<file path="src/rtl/frame6_rx.sv">
module frame6_rx #(
  parameter int WORD_W        = 16,
  parameter int NUM_WORDS     = 6,
  parameter int CLK_PERIOD_PS = 5000,
  parameter int MIN_PULSE_PS  = 50000,
  parameter int PWRUP_CYC     = 200
) (
  input  logic                          clk,
  input  logic                          rst_n,
  input  logic                          sw_rst_req,
  input  logic                          ser_clk,
  input  logic                          ser_frm,
  input  logic                          ser_dat,
  output logic                          conv_rst_n,
  output logic [WORD_W*NUM_WORDS-1:0]   frame_data,
  output logic                          frame_valid,
  output logic                          frame_err,
  output logic                          proto_err
);
  localparam int FRAME_W = WORD_W * NUM_WORDS;
  localparam int CNT_W   = $clog2(FRAME_W);
  localparam int RST_RAW = (MIN_PULSE_PS + CLK_PERIOD_PS - 1) / CLK_PERIOD_PS;
  localparam int RST_CYC = (RST_RAW < 1) ? 1 : RST_RAW;
  localparam int RC_MAX  = (PWRUP_CYC > RST_CYC) ? PWRUP_CYC : RST_CYC;
  localparam int RC_W    = $clog2(RC_MAX + 1);
  localparam logic [CNT_W-1:0] LAST = CNT_W'(FRAME_W - 1);

  logic [2:0] sclk_sr, frm_sr;
  logic [1:0] dat_sr;

  always_ff @(posedge clk or negedge rst_n)
    if (!rst_n) begin
      sclk_sr <= '0;
      frm_sr  <= '0;
      dat_sr  <= '0;
    end else begin
      sclk_sr <= {sclk_sr[1:0], ser_clk};
      frm_sr  <= {frm_sr[1:0], ser_frm};
      dat_sr  <= {dat_sr[0], ser_dat};
    end

  wire sclk_rise = sclk_sr[1] & ~sclk_sr[2];
  wire frm_rise  = frm_sr[1] & ~frm_sr[2];
  wire frm_fall  = ~frm_sr[1] & frm_sr[2];
  wire dat_s     = dat_sr[1];

  logic               armed;
  logic [CNT_W-1:0]   bit_cnt;
  logic [FRAME_W-2:0] shreg;

  always_ff @(posedge clk or negedge rst_n)
    if (!rst_n) begin
      armed       <= 1'b0;
      bit_cnt     <= '0;
      shreg       <= '0;
      frame_data  <= '0;
      frame_valid <= 1'b0;
      frame_err   <= 1'b0;
      proto_err   <= 1'b0;
    end else begin
      frame_valid <= 1'b0;
      frame_err   <= 1'b0;
      proto_err   <= 1'b0;
      if (frm_rise) begin
        if (armed) frame_err <= 1'b1;
        armed <= 1'b0;
      end else if (frm_fall) begin
        armed   <= 1'b1;
        bit_cnt <= '0;
      end else if (sclk_rise) begin
        if (!armed) begin
          proto_err <= 1'b1;
        end else begin
          shreg <= {shreg[FRAME_W-3:0], dat_s};
          if (bit_cnt == LAST) begin
            armed       <= 1'b0;
            frame_data  <= {shreg, dat_s};
            frame_valid <= 1'b1;
          end else begin
            bit_cnt <= bit_cnt + CNT_W'(1);
          end
        end
      end
    end

  logic [RC_W-1:0] rst_cnt;

  always_ff @(posedge clk or negedge rst_n)
    if (!rst_n)
      rst_cnt <= RC_W'(PWRUP_CYC);
    else if (sw_rst_req && rst_cnt < RC_W'(RST_CYC))
      rst_cnt <= RC_W'(RST_CYC);
    else if (rst_cnt != '0)
      rst_cnt <= rst_cnt - RC_W'(1);

  assign conv_rst_n = (rst_cnt == '0);

  AST_SW_RST_LOW: assert property (@(posedge clk) disable iff (!rst_n)
    sw_rst_req |=> !conv_rst_n);
  AST_CNT_RANGE: assert property (@(posedge clk) disable iff (!rst_n)
    bit_cnt <= LAST);
  AST_VALID_PULSE: assert property (@(posedge clk) disable iff (!rst_n)
    frame_valid |=> !frame_valid);
  AST_DATA_HOLD: assert property (@(posedge clk) disable iff (!rst_n)
    !frame_valid |-> $stable(frame_data));
  AST_ABORT_NO_VALID: assert property (@(posedge clk) disable iff (!rst_n)
    frame_err |-> !frame_valid && $stable(frame_data));
  AST_STRAY_IGNORED: assert property (@(posedge clk) disable iff (!rst_n)
    proto_err |-> $stable(frame_data));
endmodule

</file>
<file path="config.mk">
export PLATFORM = sky130hd
export DESIGN_NAME = frame6_rx
export DESIGN_NICKNAME = d
export VERILOG_FILES = /design/src/rtl/frame6_rx.sv
export SDC_FILE = /design/constraint.sdc
export NUM_CORES = 1
export LEC_CHECK = 0
export ABC_AREA = 1
export BUFFER_PORTS_ARGS = -buffer_cell sky130_fd_sc_hd__buf_2
export CORE_UTILIZATION = 50
export CTS_CLUSTER_SIZE = 10
export DETAILED_ROUTE_END_ITERATION = 10
export PLACE_DENSITY_LB_ADDON = 0.3
export SLEW_MARGIN = 5
export SYNTH_ARGS = -nofsm -noshare
export SYNTH_HDL_FRONTEND = slang
export SYNTH_SLANG_ARGS = --single-unit
</file>
<file path="constraint.sdc">
create_clock -name clk -period 1.65 [get_ports clk]
set_input_delay 0.0825 -clock clk [delete_from_list [all_inputs] [get_ports clk]]
set_output_delay 0.0825 -clock clk [all_outputs]
set_load 0.02 [all_outputs]
</file>
Word-level counts from Yosys, hierarchy flattened:

Index checks and enable logic that the tools add are counted.

* $add $sub $neg: 2
* magnitude comparators: 1
* eq/ne operators: 2
* mux-type cells: 22
* bitwise gates (word level): 8
* reductions and logical operators: 10

Operators with widths (count)
* 7-bit 2-to-1 mux: 4
* 1-bit 2-to-1 mux: 16
* 8-bit 2-to-1 mux: 2
* 8-bit zero test: 1
* 8-bit by 4-bit less-than comparator with 1-bit output, second input constant: 1
* 4-bit AND reduction: 2
* 8-bit nonzero test: 1
* 8-bit by 1-bit subtractor with 8-bit output, second input constant: 1
* 7-bit by 1-bit adder with 7-bit output, second input constant: 1
* 7-bit == test, second input constant: 1
* 2-bit nonzero test: 3
* 1-bit inverter: 5
* 5-bit AND reduction: 1
* 1-bit AND: 3
* 3-bit nonzero test: 1
* 2-bit != test, second input constant: 1
* 1-bit logical AND: 1

* register bits: 218
* bits of input ports: 6
* logic and storage cells: 56

Depth between registers and ports, before layout:

* depth after elaboration: 6
* mapped depth: 9

Worst setup path after synthesis:

No wires, ideal clock.

* path kind: reg-to-reg
* start: register rst_cnt[2]
* end: register rst_cnt[0]
* library setup time: 0.120 ns
* arrival: 1.423 ns
* data required time: 1.530 ns
* setup slack: 0.107 ns
* stages on the path, launching flop included: 7
* buffers on the path: 0
* period minus slack after synthesis: 1.543 ns
* cell sequence: dfrtp_1 nor2_1 nand2_1 nor2_1 inv_1 nor2_1 nor2_1

* longest elaborated chain between the ends: 3
* elaborated cells on any way between the ends: 5
* those cells by class: 1 x order compare; 1 x mux; 3 x reduce/logical

RTL lines
* from (decl): line 86 `logic [RC_W-1:0] rst_cnt;`
* from (signal assigned): line 90 `rst_cnt <= RC_W'(PWRUP_CYC);`
* from (signal assigned): line 92 `rst_cnt <= RC_W'(RST_CYC);`
* from (signal assigned): line 94 `rst_cnt <= rst_cnt - RC_W'(1);`
* 8-bit by 4-bit less-than comparator with 1-bit output: line 91 `else if (sw_rst_req && rst_cnt < RC_W'(RST_CYC))`
* 1-bit logical AND: line 91
* 8-bit 2-to-1 mux or 2-bit nonzero test (tied branches)

Several ways; a longest one is shown, not always the timed one.
A chain may end at the register's enable or synchronous reset.

Worst setup path after layout:

* start: register bit_cnt[1]
* end: register frame_data[93]

* longest elaborated chain between the ends: 2

RTL lines
* from (decl): line 48 `logic [CNT_W-1:0] bit_cnt;`
* from (signal assigned): line 80 `bit_cnt <= bit_cnt + CNT_W'(1);`
* 7-bit == test: line 75 `if (bit_cnt == LAST) begin`
* 5-bit AND reduction (no source line)
* to (signal assigned): line 77 `frame_data <= {shreg, dat_s};`
* to (decl): line 15 `output logic [WORD_W*NUM_WORDS-1:0] frame_data,`

No other way between the ends.

==> results_dict.tcl <==
set metrics [dict create \
    diodes 0 \
    post-route-period-util_pct 96.1 \
    netSwitchingPower_mw 2.70 \
    r2r_start "bit_cnt[1]" \
    cp-end-kind "flip-flop" \
    endpoint "frame_data[93]" \
    dieArea_um2 18000 \
    synth_seq_cells 218 \
    fin_ws_ns 0.0638 \
    mostFrequentLayoutCells "231 x nand2_1, 215 x dfrtp_1, 116 x inv_1" \
    die_h_um 134 \
    wl_per_cell_um 13.0 \
    hold_ws_ns 0.0368 \
    crit_family "simple AND/OR/NAND/NOR gates" \
    synth_top_cell_by_area "dfrtp_1" \
    synthArstFlopShare_pct 100 \
    ios 106 \
    synth_area_per_cell_um2 10.1 \
    min_period_ns 1.59 \
    grt.met2_usage_pct 27.6 \
    crit_path_top_delay_cell "dfrtp_1" \
    cp.required_ns 2.07 \
    power_frac_comb_pct 9.4 \
    finalSetupTns_ns 0 \
    post-dp-hpwl_um 10200 \
    slew_headroom_pct 78.1 \
    floorplan.initialDensity_pct 51.0 \
    firstDrtPassIters 4 \
    drtIter0Drc 241 \
    cp.depth 7 \
    hold_path.class "input port to async pin" \
    cts_buffer_depth 3 \
    drv_slew 0 \
    cts_root_buffer "clkbuf_16" \
    p_sw_share_pct 23.6 \
    place.port_buffers 105 \
    status "complete, no violations" \
    yosysWarnings 0 \
    synth.distinct_cells 23 \
    syn-num-nets 879 \
    max-cap-violations 0 \
    ant_nets 0 \
    cp_max_fo 23 \
    yosysSeqAreaShare_pct 62.3 \
    final_common_cell "nand2_1" \
    path_cells "ha_2 -> nand3_2 -> nor2_4 -> nand3_4 -> buf_4 -> clkbuf_16 -> o21ai_2" \
    synth_area_leaders "dfrtp_1 61%, nand2_1 10%, o21ai_2 8.6%" \
    drive_gt1_share_pct 26.6 \
    p_int_mw 8.74 \
    dpl_cell_area_um2 9540 \
    rrSetupSlack_ns 0.06 \
    critPathArrivalTime_ns 2.01 \
    die_w_um 134 \
    final_area_um2 10400 \
    seq_power_share_pct 49.5 \
    start_kind "flip-flop" \
    pre_cts_ws_ns 0.0167 \
    synth-edff-count 0 \
    cts_tree "built" \
    max_stage_delay_ns 0.35 \
    p_leak_nw 4.99 \
    vdd_drop_max_mv 0.717 \
    path_class "flip-flop to flip-flop" \
    core_area_um2 17200 \
    max_freq_mhz 630 \
    skew_ns 0.00688 \
    fin_util_pct 60.5 \
    synthFlopType "dfrtp_1" \
    rr_endpoint "frame_data[93]" \
    place_congestion 0.828 \
    antenna_found_initial 0 \
    finalHoldViolCount 0 \
    startpoint "bit_cnt[1]" \
    cts_buffers 25 \
    grt_pass1_vias 5520 \
    drc_errors 0 \
    grt_use_met3_pct 3.33 \
    p_per_area_nw_per_um2 1100 \
    h-tree-depth 1 \
    tightest_slew_ns 0.327 \
    fin_nets 1005 \
    synth_cells 868 \
    grt_pass1_wl_um 26200 \
    path_buf_inv 2 \
    overflow 0 \
    wl_um 15900 \
    rr_worst_depth 7 \
    vias_per_cell 4.82 \
    clkTransAtPathRegs_ns 0.05 \
    grt_max_degree 69 \
    yosysTopAreaCellShare_pct 61.4 \
    clock_sinks 218 \
    area_growth_pct 18.6 \
    synth_area_um2 8760 \
    top_usage_layer "met2" \
    clockPowerShare_pct 41.1 \
    setup_viol 0 \
    rows 48 \
    grt_use_total_pct 17.8 \
    met1_usage_pct 25.6 \
    clk_latency_ns 0.50 \
    vias 5909 \
]
==> synthesized netlist by cell type, types with 3 or more instances <==
library cell and count:
dfrtp_1 215, clkbuf_1 10, nand3_1 14, o21ai_0 99
nand4_1 4, inv_1 118, o21ai_2 86, nor2_1 22
nand2_1 233, buf_6 20, xor2_1 3, ha_1 5
buf_2 11, dfstp_2 3, o21ai_1 14
==> per-stage QoR <==
stage | total power, mW | instances
after floorplan | 6.30 | 868
after global placement | 6.63 | 1181
after detailed placement | 6.66 | 1181
after CTS | 11.5 | 1224
after global routing | 11.9 | 1227
final | 11.4 | 1227
==> layout make-up <==
cell class | instances | area, um2
clock buffer | 35 | 673
fill | 1482 | 6790
inverter | 118 | 443
multi-input combinational | 491 | 2600
sequential | 218 | 5460
tap | 225 | 282
timing repair buffer | 140 | 935
==> power groups by stage <==
| stage | clock [mW] | combinational (mW) | sequential [mW] |
|---|---|---|---|
| finish | 4.70 | 1.07 | 5.67 |
| global route | 5.02 | 1.23 | 5.68 |
| CTS | 4.83 | 1.04 | 5.65 |
| detailed placement | 0 | 0.917 | 5.74 |
| global placement | 0 | 0.896 | 5.74 |
| floorplan | 0 | 0.556 | 5.74 |
==> flip-flops by register name (all words and copies together), names as in the netlist <==
| name | flops |
|---|---|
| dat_sr | 2 |
| rst_cnt | 8 |
| proto_err | 1 |
| frame_valid | 1 |
| sclk_sr | 3 |
| frm_sr | 3 |
| frame_err | 1 |
| frame_data | 96 |
| shreg | 95 |
| bit_cnt | 7 |
| armed | 1 |
==> kinds of logic after synthesis <==
family / count (synthesis) / synth area share [%]
buf+inv: 159 / 8.69
simple gates: 281 / 12.7
fa+ha+maj: 5 / 0.714
xor+xnor: 4 / 0.400
compound gates: 201 / 15.2
flops: 218 / 62.3
==> routing by layer <==
| layer | part of all wire, % | routed length (um) |
|---|---|---|
| met5 | 0 | 0 |
| met4 | 2.3 | 361 |
| met3 | 4.1 | 658 |
| met2 | 46 | 7340 |
| met1 | 48 | 7580 |
==> how the worst min path moves through the flow <==
stage          slack [ns]         end  cells after the start  start
2_1_floorplan       -0.21       armed                      0  rst_n
3_3_place_gp        -0.03  rst_cnt[4]                      1  rst_n
3_5_place_dp        -0.03  rst_cnt[5]                      1  rst_n
4_1_cts              0.04  rst_cnt[5]                      2  rst_n
5_1_grt              0.06  rst_cnt[5]                      2  rst_n
6_report             0.04  rst_cnt[5]                      2  rst_n
==> timing repair <==
item	CTS	global route
hold buffers	4	0
pin swaps	1	1
gates resized for setup	9	11
setup buffers	4	3
endpoints found under the hold margin	221	0
setup endpoints to repair	1	40
gates cloned	0	1
Power figures use the tool's default switching activity.
